===== src/rtl/pal_mc_pkg.sv =====
package pal_mc_pkg;

    typedef enum logic [1:0] {
        MC_SUM     = 2'b00,
        MC_SUM_N   = 2'b01,
        MC_SPLIT_X = 2'b10,
        MC_STATE   = 2'b11
    } mc_mode_e;

    typedef struct packed {
        logic state;
    } mc_reg_t;

    localparam mc_reg_t MC_REG_RESET = '{state: 1'b0};

endpackage


===== src/rtl/pal_mc_or_groups.sv =====
module pal_mc_or_groups #(
    parameter int NTERMS = 8,
    parameter int SPLIT  = 4
) (
    input  logic [NTERMS-1:0] terms,
    output logic              sum_all,
    output logic              sum_lo,
    output logic              sum_hi
);
    localparam int LO_W = (SPLIT > 0 && SPLIT < NTERMS) ? SPLIT : NTERMS;

    assign sum_all = |terms;

    generate
        if (SPLIT > 0 && SPLIT < NTERMS) begin : g_split
            localparam int HI_W = NTERMS - LO_W;
            logic [LO_W-1:0] lo_terms;
            logic [HI_W-1:0] hi_terms;
            assign lo_terms = terms[LO_W-1:0];
            assign hi_terms = terms[NTERMS-1:LO_W];
            assign sum_lo   = |lo_terms;
            assign sum_hi   = |hi_terms;
        end else begin : g_nosplit
            // Degenerate split: whole set in group A, group B empty.
            assign sum_lo = |terms;
            assign sum_hi = 1'b0;
        end
    endgenerate
endmodule


===== src/rtl/pal_mc_out_sel.sv =====
module pal_mc_out_sel
    import pal_mc_pkg::*;
(
    input  mc_mode_e mode,
    input  logic     inv,
    input  logic     sum_all,
    input  logic     sum_lo,
    input  logic     sum_hi,
    input  logic     state_q,
    output logic     cell_val,
    output logic     is_state
);
    always_comb begin
        is_state = 1'b0;
        unique case (mode)
            MC_SUM:     cell_val = sum_all;
            MC_SUM_N:   cell_val = ~sum_all;
            MC_SPLIT_X: cell_val = sum_lo ^ sum_hi ^ inv;
            MC_STATE: begin
                cell_val = state_q ^ inv;
                is_state = 1'b1;
            end
            default:    cell_val = sum_all;
        endcase
    end
endmodule


===== src/rtl/pal_mc_pin_io.sv =====
module pal_mc_pin_io (
    input  logic dir_in,
    input  logic is_state,
    input  logic cell_val,
    input  logic state_q,
    input  logic pin_in,
    output logic pin_out,
    output logic pin_oe,
    output logic fb_true,
    output logic fb_comp
);
    logic pin_val;

    assign pin_oe  = ~dir_in;
    assign pin_out = cell_val;
    assign pin_val = dir_in ? pin_in : cell_val;
    assign fb_true = is_state ? state_q : pin_val;
    assign fb_comp = ~fb_true;
endmodule


===== src/rtl/pal_macrocell.sv =====
module pal_macrocell
    import pal_mc_pkg::*;
#(
    parameter int NTERMS = 8,
    parameter int SPLIT  = 4
) (
    input  logic              clk,
    input  logic              rst,
    input  logic [NTERMS-1:0] terms,
    input  logic [1:0]        cfg_mode,
    input  logic              cfg_inv,
    input  logic              cfg_dir,
    input  logic              pin_in,
    output logic              pin_out,
    output logic              pin_oe,
    output logic              fb_true,
    output logic              fb_comp
);
    mc_mode_e mode;
    logic     sum_all, sum_lo, sum_hi;
    logic     cell_val, is_state;
    mc_reg_t  r_d, r_q;

    assign mode = mc_mode_e'(cfg_mode);

    pal_mc_or_groups #(.NTERMS(NTERMS), .SPLIT(SPLIT)) u_or (
        .terms   (terms),
        .sum_all (sum_all),
        .sum_lo  (sum_lo),
        .sum_hi  (sum_hi)
    );

    pal_mc_out_sel u_sel (
        .mode     (mode),
        .inv      (cfg_inv),
        .sum_all  (sum_all),
        .sum_lo   (sum_lo),
        .sum_hi   (sum_hi),
        .state_q  (r_q.state),
        .cell_val (cell_val),
        .is_state (is_state)
    );

    pal_mc_pin_io u_pin (
        .dir_in   (cfg_dir),
        .is_state (is_state),
        .cell_val (cell_val),
        .state_q  (r_q.state),
        .pin_in   (pin_in),
        .pin_out  (pin_out),
        .pin_oe   (pin_oe),
        .fb_true  (fb_true),
        .fb_comp  (fb_comp)
    );

    always_comb begin
        r_d = r_q;
        if (is_state) begin
            r_d.state = sum_all;
        end
    end

    always_ff @(posedge clk) begin
        if (rst) begin
            r_q <= MC_REG_RESET;
        end else begin
            r_q <= r_d;
        end
    end
endmodule


===== config.mk =====
export PLATFORM = sky130hd
export DESIGN_NAME = pal_macrocell
export DESIGN_NICKNAME = d
export VERILOG_FILES = /design/src/rtl/pal_mc_pkg.sv /design/src/rtl/pal_mc_or_groups.sv /design/src/rtl/pal_mc_out_sel.sv /design/src/rtl/pal_mc_pin_io.sv /design/src/rtl/pal_macrocell.sv
export SDC_FILE = /design/constraint.sdc
export NUM_CORES = 1
export LEC_CHECK = 0
export BUFFER_PORTS_ARGS = -buffer_cell sky130_fd_sc_hd__buf_2
export CAP_MARGIN = 30
export CORE_AREA = 2 2 39 41
export CTS_CLUSTER_DIAMETER = 60
export DETAILED_ROUTE_END_ITERATION = 10
export DIE_AREA = 0 0 41 43
export GPL_ROUTABILITY_DRIVEN = 0
export SETUP_SLACK_MARGIN = 0.15
export SLEW_MARGIN = 0
export SYNTH_ARGS = -nofsm -noshare
export SYNTH_HDL_FRONTEND = slang
export SYNTH_SLANG_ARGS = --single-unit

===== constraint.sdc =====
create_clock -name clk -period 1.9 [get_ports clk]
set_clock_uncertainty 0.15 [all_clocks]
set_input_delay 0.285 -clock clk [delete_from_list [all_inputs] [get_ports clk]]
set_output_delay 0.285 -clock clk [all_outputs]
set_load 0.02 [all_outputs]

### Yosys cells after proc, flatten, opt, wreduce, memory -nomap -nowiden

Index checks and enable logic that the tools add are counted.

| storage, ports and cells | value |
|---|---|
| word-level logic and storage cells | 18 |
| output and inout port bits | 4 |
| register bits | 1 |
| input bits | 15 |

| operators by class | value |
|---|---|
| eq/ne operators | 3 |
| bitwise logic cells | 6 |
| muxes and demuxes | 4 |
| reductions and logical operators | 4 |

Operators with widths:

| kind | count |
|---|---|
| $reduce_or A4 Y1 | 2 |
| $reduce_or A8 Y1 | 1 |
| $eq A2 B2 Y1 const B | 2 |
| $pmux W1 S4 | 1 |
| $mux W1 | 3 |
| $not A1 Y1 | 3 |
| $xor A1 B1 Y1 | 3 |
| $eq A2 B1 Y1 const B | 1 |
| $logic_not A2 Y1 | 1 |

### Longest topological paths before layout

| depth | value |
|---|---|
| depth in word-level cells | 7 |
| depth in mapped cells | 5 |
| gate-level depth less buffers | 5 |

### Hierarchy

Synthesis repeated with hierarchy kept, for this count alone.

| unflattened totals | value |
|---|---|
| cells, all modules | 20 |
| area total of the unflattened synthesis | 166.4 µm² |

By module, submodules not included:

| module | area an instance (µm²) | cells an instance | sequential area each (µm²) | times used |
|---|---|---|---|---|
| pal_mc_out_sel | 66.3 | 8 | 0.0 | 1 |
| pal_mc_pin_io | 37.5 | 6 | 0.0 | 1 |
| pal_macrocell | 33.8 | 3 | 20.0 | 1 |
| pal_mc_or_groups | 28.8 | 3 | 0.0 | 1 |

### Least setup slack after synthesis

No wires, ideal clock.

| timing path | value |
|---|---|
| path type | input to output |
| start | input port terms[1] |
| end | output port fb_comp |
| path buffers | 0 |
| data arrival time | 1508 ps |
| required time | 1465 ps |
| setup slack | -43 ps |
| cell stages on the path | 5 |
| cells stage by stage | nor4_1 -> ha_1 -> mux2i_4 -> mux2i_1 -> a32oi_1 |

| on the way | value |
|---|---|
| word-level cells in the longest chain between the ends | 7 |
| elaborated cells on any way between the ends | 9 |
| those cells by class | mux: 3; bitwise: 4; reduce/logical: 2 |

RTL lines:

| what | RTL line | text |
|---|---|---|
| start, declared | pal_macrocell.sv:9 | `input logic [NTERMS-1:0] terms,` |
| $reduce_or A4 Y1 | pal_mc_or_groups.sv:21 | `assign sum_lo = \|lo_terms;` |
| $xor A1 B1 Y1 (2 in series) | pal_mc_out_sel.sv:18 | `MC_SPLIT_X: cell_val = sum_lo ^ sum_hi ^ inv;` |
| $pmux W1 S4 (*) | pal_mc_out_sel.sv:15 | `unique case (mode)` |
| $mux W1 (*) | pal_mc_pin_io.sv:16 | `assign pin_val = dir_in ? pin_in : cell_val;` |
| $mux W1 (*) | pal_mc_pin_io.sv:17 | `assign fb_true = is_state ? state_q : pin_val;` |
| $not A1 Y1 (*) | pal_mc_pin_io.sv:18 | `assign fb_comp = ~fb_true;` |
| end, declared | pal_macrocell.sv:17 | `output logic fb_comp` |

Every way passes the cells marked *; elsewhere a longest branch is shown, timed or not.

### Worst setup path in the final report

| timing path | value |
|---|---|
| start | input port terms[4] |
| end | output port fb_true |

| on the way | value |
|---|---|
| word-level cells in the longest chain between the ends | 6 |
| elaborated cells on any way between the ends | 8 |
| those cells by class | mux: 3; bitwise: 3; reduce/logical: 2 |

RTL lines:

| what | RTL line | text |
|---|---|---|
| $reduce_or A4 Y1 | pal_mc_or_groups.sv:22 | `assign sum_hi = \|hi_terms;` |
| $xor A1 B1 Y1 (2 in series) | pal_mc_out_sel.sv:18 |  |
| $pmux W1 S4 (*) | pal_mc_out_sel.sv:15 |  |
| $mux W1 (*) | pal_mc_pin_io.sv:16 |  |
| $mux W1 (*) | pal_mc_pin_io.sv:17 |  |
| end, declared | pal_macrocell.sv:16 | `output logic fb_true,` |

Marked as above.

==> results.txt <==
The clock share of power came out at 0%. The transition time at the pin with the least slew margin is 0.3909 ns. The biggest area consumer among synthesized cells is buf_6. During placement, the flow inserted port buffers numbering 18. The share of total power in combinational logic is 76.7%.

The share of async-settable or async-resettable flops after synthesis came out at 0%. The finished layout cell area is 389.1 um2. The top register by number of flip-flops is r_q. Based on the critical path, the design can be clocked at up to 475.0 MHz.

The maximum number of pins on one net before global-route repair came out at 11. The final number of hold-violating endpoints is 0. In the final routed layout, each cell accounts on average for 10.16 um. The number of max-slew violations in the final report came out at 0. In this run the worst path has a maximum fanout of 2. The Yosys step of the flow raised 0 warnings. The net count of the finished layout is 59.

Ranked by instance count, the synthesized netlist is headed by a21oi_1, buf_6, inv_1, nor4_1. The global-route total usage across every layer is 6.406%. The number of synthesized flops with an enable pin came out at 0. The clock period minus final worst setup slack is 2.105 ns.

Setup violations remaining at the end of the flow were counted as 3. The floorplan has 14 rows. The arrival time at the worst endpoint came out at 1.67 ns. The gate count after technology mapping is 23. The floorplan die area is 1763 um2. The I/O pin count is 19. The effective utilization at floorplan is 15.10%. The predominant post-synthesis flop cell is dfxtp_1.

After Yosys synthesis, and, or, nand and nor cells account for 20.36% of the synthesized area. The fill cell instance count of the final layout is 153. The leakage power summed over all cells came out at 0.1656 nW. The worst setup path is launched from an input pin. The met1 usage in global routing is 11.15%.

The width of the chip came out at 41 um. The worst slew margin relative to its limit came out at 73.94%. The area added between synthesis and finish is 86.23%. In the final layout, the registers with the most flip-flops are r_q x1.

The data required time of the critical path is 1.46 ns. The most critical setup path has its startpoint at terms[4]. The synthesized netlist devotes 25.75% of its cell area to compound gates.

The number of library cell types mapped by synthesis came out at 19. The minimum setup slack after placement came out at -0.2438 ns. The startpoint identified for the worst register-to-register timing path is r_q. The length of the first detailed-routing pass in iterations came out at 1.

The number of global-route vias before repair came out at 228. The source-to-sink clock delay at the later pin of the worst-skew pair is 0 ns. The aggregate routed wire length came out at 579 um. Net switching is 40.10% of the power. The share of Yosys cell area claimed by the top area cell type is 10.78%. Setup repair after global routing could not meet its margin everywhere. The half-perimeter wire length of the detailed placement result came out at 437.5 um. The final reports fail on setup timing. The max capacitance violation total is 0. The netlist area before placement is 209.0 um2. The global-route track usage on met2 came out at 9.063%. Averaged over all synthesized cells, the footprint is 9.085 um2. The tightest hold margin is 0.3037 ns. The register share of total power is 23.3%. The die boundary height is 43 um.

The reported net switching power came out at 0.00004394 W. The smallest setup slack after layout came out at -0.2054 ns. The worst setup path is captured at an output pin. The clock-pin slew of the registers on the worst-case setup and hold paths came out at 0 ns. The met3 track demand over resource is 0%.

For this design the ratio of total power to cell area is 281.6 nW/um2. In this run, the number of DRC markers left after iteration 0 of detailed routing was 0. The worst ir drop on vdd is 139.9 uV. The post-CTS repair timing setup buffer count came out at 0. The net count after synthesis came out at 39. The final clock period utilization by the worst path is 110.8%. The mux cell area share after synthesis is 15.57%. The flip-flop and latch count after synthesis is 1. The start point of the worst hold path is rst. Global routing finished with a remaining overflow of 0. The total internal power is 0.00006563 W. The number of flip-flops in the largest register was 1.

The diode insertion count for antenna repair is 0. The number of antenna-violating nets in the routed design is 0. In this run the most used layer during global routing was met1.

The vias per cell came out at 4.316. The wire length of the first global-routing pass is 876 um. After synthesis, the largest family of logic cells by area is compound AO/OA/AOI/OAI gates.

The sequential-to-total area share from yosys stat is 9.581%. Summing the areas of all xor and xnor instances in the mapped netlist gives 8.383% of the synthesized area. The run finished, with violations left. By area the synthesized netlist is led by buf_6, mux2i_4, dfxtp_1.

The initial antenna violation count is 0. The number of vias after detailed routing came out at 246. The post-place instance area came out at 354.1 um2. The fraction of layout instances using a drive strength above 1 came out at 70.73%. For this run, design rule violations remaining after detail routing come to 0. The min-delay analysis places its worst path in the category input pin to flip-flop. The area share of fa/ha/maj cells after synthesis came out at 5.988%. The core outline area is 1384 um2. The critical path is of the input pin to output pin type.
[timing repair]
action                                  in CTS  in global routing
endpoints found under the setup margin       3                  3
hold buffers                                 0                  0
pin swaps                                    4                  1
resized for setup                            6                  1
[metrics by stage]
step           TNS [ns]  utilization, %  std cells   power [W]
2_1_floorplan         0               -         23  0.00007173
6_report        -0.5318           28.12         57   0.0001096
3_5_place_dp    -0.5861           25.59         57  0.00009987
3_3_place_gp    -0.5248           25.59         57  0.00009939
4_1_cts         -0.5324           27.67         57   0.0001090
5_1_grt         -0.7711           28.12         57   0.0001166
[critical path, stage by stage]
cell and delay (ns):
buf_6 0.10, nor4_4 0.26, ha_1 0.29, mux2i_4 0.18, mux2i_2 0.28, a32o_2 0.17, buf_6 0.11
[placed cells by master (no fill, tap or decap)]
| cell type | instances |
|---|---|
| xor2_1 | 1 |
| dfxtp_1 | 1 |
| buf_2 | 14 |
| mux2i_2 | 1 |
| a21oi_2 | 1 |
| a311oi_1 | 1 |
| xnor2_1 | 1 |
| nor3b_1 | 1 |
| mux2i_4 | 1 |
| o21bai_1 | 1 |
| buf_6 | 4 |
| ha_1 | 1 |
| a32oi_2 | 1 |
| nor4_4 | 2 |
| a32o_2 | 1 |
| nor2_1 | 1 |
| buf_4 | 2 |
| a221oi_1 | 1 |
| nor4b_2 | 1 |
| a21oi_1 | 1 |
| and3b_2 | 1 |
| inv_1 | 2 |
[power by group through the flow]
stage           logic, W  clock network, W  registers (W)
6_report       0.0000840                 0      0.0000255
5_1_grt        0.0000909                 0      0.0000258
4_1_cts        0.0000835                 0      0.0000255
3_5_place_dp   0.0000745                 0      0.0000254
3_3_place_gp   0.0000741                 0      0.0000253
2_1_floorplan  0.0000469                 0      0.0000249
[area by class of cell]
type	instances	area, um2	area share (%)
timing repair buffer	20	130.1	33.44
inverter	2	7.507	1.929
multi-input combinational	18	211.5	54.34
tap	16	20.02	5.145
sequential	1	20.02	5.145
[logic make-up (layout without fill, tap and decap cells)]
family	count (synthesis)	count (layout)
AOI/OAI and AO/OA	7	7
and+or+nand+nor	6	6
buffers and inverters	4	22
xor gates and xnor gates	2	2
muxes	2	2
adders and majority gates	1	1
DFF	1	1
[final timing paths]
kind | to | cells after the start | slack (ns)
hold reg to reg | r_q | 2 | 0.43
hold / removal | r_q | 2 | 0.30
setup / recovery | fb_true | 7 | -0.21
setup reg to reg | r_q | 2 | 0.99
[metal layers]
| metal | vias up | wire (um) |
|---|---|---|
| met5 | - | 0 |
| met4 | 0 | 0 |
| met3 | 0 | 38 |
| met2 | 9 | 244 |
| met1 | 109 | 296 |
| li1 | 128 | - |
No activity file was read; power rests on OpenSTA's default activity.
